$ cat config.mk
export PLATFORM = sky130hd
export DESIGN_NAME = pa_ramp_seq
export DESIGN_NICKNAME = d
export VERILOG_FILES = /design/src/rtl/ramp_pkg.sv /design/src/rtl/ramp_shape_mem.sv /design/src/rtl/ramp_delay_cnt.sv /design/src/rtl/ramp_step_gen.sv /design/src/rtl/ramp_seq_fsm.sv /design/src/rtl/ramp_out_stage.sv /design/src/rtl/pa_ramp_seq.sv
export SDC_FILE = /design/constraint.sdc
export NUM_CORES = 1
export LEC_CHECK = 0
export BUFFER_PORTS_ARGS = -buffer_cell sky130_fd_sc_hd__clkbuf_2
export CAP_MARGIN = 20
export CORE_MARGIN = 10
export CORE_UTILIZATION = 50
export CTS_CLUSTER_DIAMETER = 50
export DETAILED_ROUTE_END_ITERATION = 8
export PLACE_DENSITY = 0.66
export SYNTH_ARGS = -nofsm -noshare
export SYNTH_HDL_FRONTEND = slang
export SYNTH_SLANG_ARGS = --single-unit
export TNS_END_PERCENT = 10
$ cat constraint.sdc
create_clock -name clk -period 7.4 [get_ports clk]
set_clock_uncertainty 0.1 [all_clocks]
set_input_delay 1.48 -clock clk [delete_from_list [all_inputs] [get_ports clk]]
set_output_delay 1.48 -clock clk [all_outputs]
set_load 0.01 [all_outputs]
$ cat src/rtl/ramp_pkg.sv
// Shared types and constants for the ramp shaper sequencer.
// Assumes a table of 2**ADDR_W words, each with two shape halves.
package ramp_pkg;
    typedef enum logic [2:0] {
        ST_IDLE      = 3'd0,
        ST_DELAY     = 3'd1,
        ST_RAMP_UP   = 3'd2,
        ST_HOLD      = 3'd3,
        ST_RAMP_DOWN = 3'd4
    } ramp_state_t;
endpackage

$ cat src/rtl/ramp_shape_mem.sv
// Shape table: DEPTH words, each holding a rise half (low) and a fall half (high).
// Assumes the host loads it before use; the contents are not reset.
// Writes land only when wr_allow is high (sequencer idle).
module ramp_shape_mem #(
    parameter int DEPTH  = 64,
    parameter int HALF_W = 5,
    localparam int ADDR_W = $clog2(DEPTH),
    localparam int WORD_W = 2 * HALF_W
) (
    input  logic              clk,
    input  logic              wr_en,
    input  logic              wr_allow,
    input  logic [ADDR_W-1:0] wr_addr,
    input  logic [WORD_W-1:0] wr_data,
    input  logic [ADDR_W-1:0] rd_addr,
    output logic [HALF_W-1:0] rd_up,
    output logic [HALF_W-1:0] rd_down
);
    logic [WORD_W-1:0] mem [DEPTH];
    logic [WORD_W-1:0] rd_word;

    // Gated host write into the table.
    always_ff @(posedge clk) begin
        if (wr_en && wr_allow) begin
            mem[wr_addr] <= wr_data;
        end
    end

    // Asynchronous read of the addressed word.
    always_comb begin
        rd_word = mem[rd_addr];
    end

    // Split the word into its two profile halves.
    generate
        for (genvar h = 0; h < 2; h++) begin : g_half
            if (h == 0) begin : g_up
                assign rd_up = rd_word[HALF_W-1:0];
            end else begin : g_down
                assign rd_down = rd_word[WORD_W-1:HALF_W];
            end
        end
    endgenerate
endmodule

$ cat src/rtl/ramp_delay_cnt.sv
// Start-delay counter: loaded with the programmed delay and counted down
// on quarter-bit ticks. done is high once the count has reached zero.
module ramp_delay_cnt #(
    parameter int DLY_W = 4
) (
    input  logic             clk,
    input  logic             rst_n,
    input  logic             load,
    input  logic [DLY_W-1:0] load_val,
    input  logic             tick,
    output logic             done
);
    logic [DLY_W-1:0] cnt;

    // Load on request, otherwise count down one step per tick.
    always_ff @(posedge clk) begin
        if (!rst_n) begin
            cnt <= '0;
        end else if (load) begin
            cnt <= load_val;
        end else if (tick && (cnt != '0)) begin
            cnt <= cnt - 1'b1;
        end
    end

    assign done = (cnt == '0);
endmodule

$ cat src/rtl/ramp_step_gen.sv
// Step-rate divider: passes every step tick in fast mode and every second
// tick in slow mode. The phase is cleared outside the ramps, so the first
// slow step falls on the second tick of a ramp.
module ramp_step_gen (
    input  logic clk,
    input  logic rst_n,
    input  logic clear,
    input  logic slow,
    input  logic tick,
    output logic step
);
    logic phase;

    // Track odd/even tick position within the current ramp.
    always_ff @(posedge clk) begin
        if (!rst_n) begin
            phase <= 1'b0;
        end else if (clear) begin
            phase <= 1'b0;
        end else if (tick && slow) begin
            phase <= ~phase;
        end
    end

    assign step = tick && (!slow || phase);
endmodule

$ cat src/rtl/ramp_seq_fsm.sv
// Burst sequencer: idle -> delay -> rise -> hold -> delay -> fall -> idle.
// Drives the table address, asks the delay counter to reload, and tells
// the output stage which half and gating apply.
// Assumes burst_rise is a one-cycle pulse on the rising edge of burst enable.
module ramp_seq_fsm
    import ramp_pkg::*;
#(
    parameter int DEPTH = 64,
    localparam int ADDR_W = $clog2(DEPTH)
) (
    input  logic              clk,
    input  logic              rst_n,
    input  logic              burst_en,
    input  logic              burst_rise,
    input  logic              dly_done,
    input  logic              step,
    output ramp_state_t       st,
    output logic [ADDR_W-1:0] addr,
    output logic              going_down,
    output logic              dly_load
);
    localparam logic [ADDR_W-1:0] UP_END   = ADDR_W'(DEPTH - 2);
    localparam logic [ADDR_W-1:0] DOWN_TOP = ADDR_W'(DEPTH - 1);
    localparam logic [ADDR_W-1:0] DOWN_END = ADDR_W'(1);

    ramp_state_t       st_n;
    logic [ADDR_W-1:0] addr_n;
    logic              down_n;

    // Next-state, address and direction decode.
    always_comb begin
        st_n   = st;
        addr_n = addr;
        down_n = going_down;
        case (st)
            ST_IDLE: begin
                if (burst_rise) begin
                    st_n   = ST_DELAY;
                    down_n = 1'b0;
                end
            end
            ST_DELAY: begin
                if (dly_done) begin
                    if (going_down) begin
                        st_n   = ST_RAMP_DOWN;
                        addr_n = DOWN_TOP;
                    end else begin
                        st_n   = ST_RAMP_UP;
                        addr_n = '0;
                    end
                end
            end
            ST_RAMP_UP: begin
                if (step) begin
                    if (addr == UP_END) begin
                        st_n = ST_HOLD;
                    end else begin
                        addr_n = addr + 1'b1;
                    end
                end
            end
            ST_HOLD: begin
                if (!burst_en) begin
                    st_n   = ST_DELAY;
                    down_n = 1'b1;
                end
            end
            ST_RAMP_DOWN: begin
                if (step) begin
                    if (addr == DOWN_END) begin
                        st_n   = ST_IDLE;
                        addr_n = '0;
                    end else begin
                        addr_n = addr - 1'b1;
                    end
                end
            end
            default: begin
                st_n = ST_IDLE;
            end
        endcase
    end

    // The delay counter reloads on every entry into the delay state.
    always_comb begin
        dly_load = ((st == ST_IDLE) && burst_rise) || ((st == ST_HOLD) && !burst_en);
    end

    // State, address and direction registers.
    always_ff @(posedge clk) begin
        if (!rst_n) begin
            st         <= ST_IDLE;
            addr       <= '0;
            going_down <= 1'b0;
        end else begin
            st         <= st_n;
            addr       <= addr_n;
            going_down <= down_n;
        end
    end
endmodule

$ cat src/rtl/ramp_out_stage.sv
// Output register: the shape value times the level, or zero when gated.
// Assumes the width of out equals the sum of the operand widths.
module ramp_out_stage #(
    parameter int SHAPE_W = 5,
    parameter int LEVEL_W = 8,
    localparam int OUT_W = SHAPE_W + LEVEL_W
) (
    input  logic               clk,
    input  logic               rst_n,
    input  logic [SHAPE_W-1:0] shape,
    input  logic [LEVEL_W-1:0] level,
    input  logic               force_zero,
    output logic [OUT_W-1:0]   out
);
    logic [OUT_W-1:0] prod;

    // Full-width unsigned product.
    always_comb begin
        prod = OUT_W'(shape) * OUT_W'(level);
    end

    // Register the gated product.
    always_ff @(posedge clk) begin
        if (!rst_n) begin
            out <= '0;
        end else if (force_zero) begin
            out <= '0;
        end else begin
            out <= prod;
        end
    end
endmodule

$ cat src/rtl/pa_ramp_seq.sv
// Top of the ramp shaper sequencer: configuration registers, burst edge
// detection, and the wiring of the table, delay counter, step divider,
// sequencer and output stage. Assumes the tick inputs are one-cycle
// enables that are synchronous to clk.
module pa_ramp_seq
    import ramp_pkg::*;
#(
    parameter int DEPTH   = 64,
    parameter int SHAPE_W = 5,
    parameter int LEVEL_W = 8,
    parameter int DLY_W   = 4,
    localparam int ADDR_W = $clog2(DEPTH),
    localparam int WORD_W = 2 * SHAPE_W,
    localparam int OUT_W  = SHAPE_W + LEVEL_W
) (
    input  logic               clk,
    input  logic               rst_n,
    input  logic               shp_we,
    input  logic [ADDR_W-1:0]  shp_addr,
    input  logic [WORD_W-1:0]  shp_wdata,
    input  logic               cfg_we,
    input  logic [LEVEL_W-1:0] cfg_level,
    input  logic [DLY_W-1:0]   cfg_delay,
    input  logic               cfg_slow,
    input  logic               cfg_pdown,
    input  logic               burst_en,
    input  logic               tick_qbit,
    input  logic               tick_step,
    output logic [OUT_W-1:0]   ramp_out
);
    logic [LEVEL_W-1:0] level_q;
    logic [DLY_W-1:0]   delay_q;
    logic               slow_q;
    logic               pdown_q;
    logic               burst_q;
    logic               burst_rise;
    logic               dly_done;
    logic               dly_load;
    logic               step;
    logic               going_down;
    logic               in_ramp;
    logic               force_zero;
    logic [ADDR_W-1:0]  rd_addr;
    logic [SHAPE_W-1:0] up_val;
    logic [SHAPE_W-1:0] down_val;
    logic [SHAPE_W-1:0] shape;
    ramp_state_t        st;

    // Configuration registers, written as one word by the host.
    always_ff @(posedge clk) begin
        if (!rst_n) begin
            level_q <= '0;
            delay_q <= '0;
            slow_q  <= 1'b0;
            pdown_q <= 1'b0;
        end else if (cfg_we) begin
            level_q <= cfg_level;
            delay_q <= cfg_delay;
            slow_q  <= cfg_slow;
            pdown_q <= cfg_pdown;
        end
    end

    // Previous burst enable, for rising-edge detection.
    always_ff @(posedge clk) begin
        if (!rst_n) begin
            burst_q <= 1'b0;
        end else begin
            burst_q <= burst_en;
        end
    end

    assign burst_rise = burst_en && !burst_q;

    ramp_shape_mem #(.DEPTH(DEPTH), .HALF_W(SHAPE_W)) u_mem (
        .clk      (clk),
        .wr_en    (shp_we),
        .wr_allow (st == ST_IDLE),
        .wr_addr  (shp_addr),
        .wr_data  (shp_wdata),
        .rd_addr  (rd_addr),
        .rd_up    (up_val),
        .rd_down  (down_val)
    );

    ramp_delay_cnt #(.DLY_W(DLY_W)) u_dly (
        .clk      (clk),
        .rst_n    (rst_n),
        .load     (dly_load),
        .load_val (delay_q),
        .tick     (tick_qbit),
        .done     (dly_done)
    );

    assign in_ramp = (st == ST_RAMP_UP) || (st == ST_RAMP_DOWN);

    ramp_step_gen u_step (
        .clk   (clk),
        .rst_n (rst_n),
        .clear (!in_ramp),
        .slow  (slow_q),
        .tick  (tick_step),
        .step  (step)
    );

    ramp_seq_fsm #(.DEPTH(DEPTH)) u_fsm (
        .clk        (clk),
        .rst_n      (rst_n),
        .burst_en   (burst_en),
        .burst_rise (burst_rise),
        .dly_done   (dly_done),
        .step       (step),
        .st         (st),
        .addr       (rd_addr),
        .going_down (going_down),
        .dly_load   (dly_load)
    );

    // Select the profile half and the zero gating for the output stage.
    always_comb begin
        shape      = (st == ST_RAMP_DOWN) ? down_val : up_val;
        force_zero = pdown_q || (level_q == '0) || (st == ST_IDLE)
                     || ((st == ST_DELAY) && !going_down);
    end

    ramp_out_stage #(.SHAPE_W(SHAPE_W), .LEVEL_W(LEVEL_W)) u_out (
        .clk        (clk),
        .rst_n      (rst_n),
        .shape      (shape),
        .level      (level_q),
        .force_zero (force_zero),
        .out        (ramp_out)
    );
endmodule

==> qor.txt, run 1 <==
Status: finished, final reports clean
First-pass GRT wire length: 102 mm
Buffer count from post-CTS setup fixing: 0
DRC violations left: 0
Synthesis-to-layout area growth: 11.7%
Root Buffer Master: clkbuf_16
First-pass DRT Iterations: 5
Most numerous cell on the critical path: fa_1
Worst setup margin: 874 ps
Die Span Y: 259 µm
Yosys top cell by area: edfxtp_1
CP delay by family, top: compound AO/OA/AOI/OAI gates
Seq/Total Area, Yosys: 0.705
Min Tclk post-route: 6530 ps
CTS tree: done
Slew Limit Fails: 0
Final Hold Viols: 0
WP buf/inv: 1
Maximum VDD drop: 0.000216 V
Most used DFF post-synth: edfxtp_1
YS warnings: 0
Routability-driven placement congestion ratio: 0.899
Crit path kind: flop to flop
Filler Cell Count: 4,277
Share of layout cells above drive strength 1: 0.191
Post-synth EDFFs: 640
FFs w/ async S/R, synth: 0
Vias in the first global route: 15.3k
Reg-to-reg slack, setup: 870 ps
Hold path cells: 1
Vias: 15.5k
Fmax: 153 MHz
Post-synthesis cell area: 28,700 µm²
Cts hold-fix bufs: 0
Placed instance area: 29,500 µm²
Hold Crit Endpoint: u_dly.cnt[2]$_SDFFE_PN0P_
Max incr delay on CP: 870 ps
Iteration-0 DRC Markers: 1,830
Worst-path clk slew: 60 ps
Post-cts resize count: 0
Worst-path cell chain: nand3b_1, o22ai_1, a221oi_1, nand4_1, o311ai_0, nand4_1, fa_1, fa_1, fa_1, inv_1, ha_1, a21oi_1, o21bai_1, a2111oi_0, o21ai_0, a21oi_1
Clock sinks: 689
ANT cells: 0
Setup TNS: 0 ps
Vias per inst: 6.11
Clk buf depth: 3
DRT antenna net count: 0
Most frequent cells after synthesis: 640 x edfxtp_1, 157 x mux2i_1, 86 x nor2_1
Max-slew headroom: 0.207
Top cells by area, synth: edfxtp_1 67%, mux2i_1 5.5%, mux4_2 5.4%, dfxtp_1 3.4%, mux2_2 1.6%
Reg area: 20,200 µm²
Syn_nets: 1,726
Dpl ws: 937 ps
Hpwl dp: 44.1 mm
Cell Rows: 87
Area share of the largest cell type after synthesis: 0.670
Wire per inst: 27.0 µm
Pwr Total: 10.5 mW
Nets: 1,811
Worst-Margin Slew: 1170 ps
Skew-Pair Late Insertion Delay: 620 ps
RR Endpoint: u_out.out[11]$_SDFF_PP0_
Pin count of the biggest net entering global routing: 65
Hold Path Class: flop to flop
Post-route cell area: 32,000 µm²
Flop and latch count out of synthesis: 689
Die width: 259 µm
Worst-path maximum fanout: 42
Gr usage total: 0.204
Final worst-path cycle share: 0.882
Hold path start: delay_q[2]$_SDFFE_PN0P_
Worst hold slack: 410 ps
WL final: 68.7 mm
Num CTS Buffers: 76
Die area: 67,300 µm²
Max_cap viols: 0
Cells on worst reg2reg path: 16
Pwr per Cell Area: 328 nW/µm²
# setup viols final: 0
Initial antenna violation count: 1
Pleak: 10.3 nW
Core outline area: 56,600 µm²
Area of the multi-input gates: 7740 µm²
RSZ-0062 raised after global routing: false
CP max stage cell: dfxtp_4
Ports: 50
Critical path arrival: 6950 ps
Avg Cell Area, Syn: 17.4 µm²
Post-Synthesis Cells: 1,645
# H-tree levels: 3
Starting Density: 0.506
Count leader, synth: edfxtp_1
Grt ovf: 0
Startpoint Class: flop
Port buffer count: 49
Data required, critical path: 7830 ps
Kind of end point of the critical path: flop
Post-synth cell types: 71
==> stage by stage <==
step | std cells | utilization
after floorplan | 1645 | -
final | 2545 | 0.566
after detailed placement | 2400 | 0.522
after CTS | 2537 | 0.564
after global placement | 2399 | 0.522
after global routing | 2545 | 0.566
==> where the power goes <==
group / switching (mW) / internal [mW]
logic: 1.38 / 0.989
clock network: 1.53 / 2.09
registers: 0.193 / 4.33
total: 3.11 / 7.41
==> worst max-delay path by stage <==
stage	start	end	depth (start not counted)
4_1_cts	flop	u_out.out[11]$_SDFF_PP0_	16
3_5_place_dp	flop	u_out.out[11]$_SDFF_PP0_	16
6_report	flop	u_out.out[11]$_SDFF_PP0_	16
3_3_place_gp	flop	u_out.out[11]$_SDFF_PP0_	16
2_1_floorplan	flop	u_out.out[11]$_SDFF_PP0_	19
5_1_grt	flop	u_out.out[11]$_SDFF_PP0_	16
==> routing by layer <==
| layer | track usage | share of wire | vias up |
|---|---|---|---|
| met1 | 0.278 | 0.42 | 8025 |
| met2 | 0.332 | 0.49 | 623 |
| met5 | 0 | 0 | - |
| met4 | 0.0544 | 0.019 | 0 |
| li1 | - | - | 6799 |
| met3 | 0.0366 | 0.074 | 97 |
==> cells in the final DEF (no fill, tap or decap), types with 16 or more instances in the layout <==
master and n:
mux2i_1 157, mux4_2 69, o22ai_1 68, nor2b_1 21, clkbuf_16 78, nand3_1 18
a221oi_1 22, o21ai_0 16, a21oi_1 18, nor3_1 53, dfxtp_1 46, clkbuf_2 49
mux2_2 40, nor2_1 86, buf_4 27, edfxtp_1 640, clkinv_2 16, fa_1 18
nor4_1 33, inv_1 42, nand2_1 30, ha_1 26
==> cell families (layout without fill, tap and decap cells) <==
| family | Yosys count | after routing | synth area share |
|---|---|---|---|
| fa+ha+maj | 44 | 44 | 0.0239 |
| compound gates | 197 | 197 | 0.0510 |
| xor+xnor | 10 | 10 | 0.00306 |
| buf+inv | 120 | 264 | 0.0256 |
| simple gates | 308 | 308 | 0.0570 |
| mux | 277 | 277 | 0.135 |
| flops | 689 | 689 | 0.705 |
==> state kept, by name, indices dropped and copies added (netlist names), named ones only <==
name,cells
burst_q,1
u_dly.cnt,4
u_mem.mem,640
u_fsm.addr,6
u_fsm.going_down,1
u_out.out,13
pdown_q,1
u_fsm.st,3
delay_q,4
slow_q,1
level_q,8
u_step.phase,1
==> area by class of cell <==
type / instances / share of cell area
Sequential cell: 689 / 0.631
Multi-Input combinational cell: 836 / 0.242
Clock buffer: 92 / 0.0626
Tap cell: 756 / 0.0295
Timing Repair Buffer: 85 / 0.0179
Clock inverter: 45 / 0.0123
Inverter: 42 / 0.00492
Power figures use the tool's default switching activity.
==> run 2: changes to the inputs <==
--- a/config.mk
+++ b/config.mk
@@ -5,6 +5,7 @@
 export SDC_FILE = /design/constraint.sdc
 export NUM_CORES = 1
 export LEC_CHECK = 0
+export ABC_AREA = 1
 export BUFFER_PORTS_ARGS = -buffer_cell sky130_fd_sc_hd__clkbuf_2
 export CAP_MARGIN = 20
 export CORE_MARGIN = 10
==> run 2 against run 1 <==
  * Synthesized cell count up 60%
  * Combinational power rose by 15%
  * Die area increased by 2.5%
  * Utilization is 0.60 points lower
  * Sequential share of layout area is 0.89 points lower
  * Global-route usage grew 0.28 points
  * Power rose by 3.5%
  * Register-to-register slack gained 840 ps
  * Critical endpoint is now u_out.out[10]$_SDFF_PP0_
  * Highest routed layer is now met5
==> qor.txt, run 2 <==
Max incr delay on CP: 530 ps (was 870 ps)
Cts hold-fix bufs: 0 (unchanged)
Seq/Total Area, Yosys: 0.686 (was 0.705)
Data required, critical path: 7790 ps (was 7830 ps)
Max_cap viols: 0 (unchanged)
Gr usage total: 0.206 (was 0.204)
Core outline area: 58,000 µm² (was 56,600 µm²)
Iteration-0 DRC Markers: 1,995 (was 1,830)
Finished Core Util: 0.560 (was 0.566)
Cell Rows: 88 (was 87)
CTS tree: done (unchanged)
Vias: 19.6k (was 15.5k)
Final Hold Viols: 0 (unchanged)
Hpwl dp: 42.3 mm (was 44.1 mm)
First-pass GRT wire length: 112 mm (was 102 mm)
Flop and latch count out of synthesis: 689 (unchanged)
Grt ovf: 0 (unchanged)
Biggest register: u_mem.mem (unchanged)
Most common cell after layout, fill and taps aside: nand2_1 (was edfxtp_1)
First-pass DRT Iterations: 6 (was 5)
Die Span Y: 263 µm (was 259 µm)
WP buf/inv: 6 (was 1)
Area share of the largest cell type after synthesis: 0.652 (was 0.670)
Min Tclk post-route: 5690 ps (was 6530 ps)
Pwr per Cell Area: 335 nW/µm² (was 328 nW/µm²)
Max-slew headroom: 0.242 (was 0.207)
Critical path arrival: 6080 ps (was 6950 ps)
RSZ-0062 raised after global routing: false (unchanged)
Count leader, synth: nand2_1 (was edfxtp_1)
Starting Density: 0.508 (was 0.506)
Kind of end point of the critical path: flop (unchanged)
Port buffer count: 49 (unchanged)
Post-synth EDFFs: 640 (unchanged)
Num CTS Buffers: 76 (unchanged)
Initial antenna violation count: 1 (unchanged)
Status: finished, final reports clean (unchanged)
Die width: 263 µm (was 259 µm)
WP depth: 27 (was 16)
Hold path cells: 2 (was 1)
Number of flip-flops under the largest register name: 640 (unchanged)
Post-Synthesis Cells: 2,625 (was 1,645)
Post-cts resize count: 0 (unchanged)
Vias per inst: 5.67 (was 6.11)
Share of layout cells above drive strength 1: 0.0785 (was 0.191)
Fmax: 176 MHz (was 153 MHz)
Nets: 2,720 (was 1,811)
Post-synthesis cell area: 29,500 µm² (was 28,700 µm²)
Most frequent cells in the layout: 782 x nand2_1, 640 x edfxtp_1, 621 x nand3_1 (was 640 x edfxtp_1, 157 x mux2i_1, 86 x nor2_1)
Worst-path clk slew: 60 ps (about the same)
Most numerous cell on the critical path: nand3_1 (was fa_1)
Wire per inst: 21.1 µm (was 27.0 µm)
ANT cells: 0 (unchanged)
Pin count of the biggest net entering global routing: 229 (was 65)
Skew-Pair Late Insertion Delay: 640 ps (was 620 ps)
Startpoint Class: flop (unchanged)
Root Buffer Master: clkbuf_16 (unchanged)
Most used DFF post-synth: edfxtp_1 (unchanged)
Buffer count from post-CTS setup fixing: 0 (unchanged)
WL final: 73.1 mm (was 68.7 mm)
Final worst-path cycle share: 0.768 (was 0.882)
Pleak: 11.9 nW (was 10.3 nW)
Crit path kind: flop to flop (unchanged)
Synthesis-to-layout area growth: 10.2% (was 11.7%)
Slew Limit Fails: 0 (unchanged)
YS warnings: 0 (unchanged)
Yosys top cell by area: edfxtp_1 (unchanged)
FFs w/ async S/R, synth: 0 (unchanged)
CP max stage cell: inv_8 (was dfxtp_4)
Most frequent cells after synthesis: 782 x nand2_1, 640 x edfxtp_1, 621 x nand3_1 (was 640 x edfxtp_1, 157 x mux2i_1, 86 x nor2_1)
CP delay by family, top: adder cells (was compound AO/OA/AOI/OAI gates)
Routability-driven placement congestion ratio: 0.878 (was 0.899)
DRT antenna net count: 0 (unchanged)
Post-synth cell types: 36 (was 71)
Top cells by area, synth: edfxtp_1 65%, nand3_1 11%, nand2_1 10%, dfxtp_1 3.3%, nor2_1 1.7% (was edfxtp_1 67%, mux2i_1 5.5%, mux4_2 5.4%, dfxtp_1 3.4%, mux2_2 1.6%)
Die area: 69,000 µm² (was 67,300 µm²)
Vias in the first global route: 19.1k (was 15.3k)
Avg Cell Area, Syn: 11.2 µm² (was 17.4 µm²)
Setup TNS: 0 ps (unchanged)
Cells on worst reg2reg path: 27 (was 16)
Worst-Margin Slew: 1130 ps (was 1170 ps)
# H-tree levels: 3 (unchanged)
Clk buf depth: 3 (unchanged)
Clock sinks: 689 (unchanged)
Ports: 50 (unchanged)
DRC violations left: 0 (unchanged)
Worst-path maximum fanout: 140 (was 42)
# setup viols final: 0 (unchanged)
Hold Path Class: flop to flop (unchanged)
Biggest regs: u_mem.mem (640), u_out.out (13), level_q (8) (unchanged)
Syn_nets: 2,706 (was 1,726)
Maximum VDD drop: 0.000286 V (was 0.000216 V)
==> run 2: worst min-delay path, stage by stage, from the launching register on <==
cell     delay [ps]
dfxtp_1         320
inv_1            50
a21oi_1          50
==> run 2: final timing paths <==
| kind | start | to | slack [ps] |
|---|---|---|---|
| worst max register to register | flop | u_out.out[10]$_SDFF_PP0_ | 1710 |
| worst max-delay path | flop | u_out.out[10]$_SDFF_PP0_ | 1710 |
| worst min register to register | delay_q[2]$_SDFFE_PN0P_ | delay_q[2]$_SDFFE_PN0P_ | 370 |
| worst min-delay path | delay_q[2]$_SDFFE_PN0P_ | delay_q[2]$_SDFFE_PN0P_ | 370 |
==> run 2: final cells by class <==
type,instances,area (µm²)
sequential,689,20200
fill,4787,25600
clock buffer,88,1970
timing repair buffer,81,556
inverter,86,333
multi-input combinational,1705,7950
tap,765,957
clock inverter,51,508
==> run 2: kinds of logic (layout without fill, tap and decap cells) <==
logic type	Yosys count	after routing	share of synthesized area
buffers and inverters	231	306	0.0446
DFF	689	689	0.686
adders and majority gates	44	44	0.0233
and+or+nand+nor	1561	1561	0.228
AOI/OAI and AO/OA	93	93	0.0167
xor gates and xnor gates	7	7	0.00208
==> run 2: power breakdown <==
group | switching, mW | leakage (nW) | internal, mW
Clock | 1.54 | 1.21 | 2.20
Sequential | 0.0774 | 6.16 | 4.33
Combinational | 1.95 | 4.50 | 0.781
Total | 3.57 | 11.9 | 7.32
==> run 2: metrics by stage <==
step | setup slack, ps | cells | total power [mW] | hold WS (ps) | instance area [µm²]
global placement | 1750 | 3322 | 7.16 | 360 | 30000
global route | 1320 | 3465 | 11.4 | 386 | 32500
floorplan | 3170 | 2625 | 6.43 | 328 | 29500
CTS | 1720 | 3461 | 10.9 | 372 | 32400
finish | 1710 | 3465 | 10.9 | 371 | 32500
detailed placement | 1770 | 3322 | 7.19 | 364 | 30000
==> run 2: layer usage <==
metal	track usage	routed length, µm
met2	0.329	34600
met3	0.0467	5750
met1	0.274	30800
met4	0.0726	2010
met5	0	10
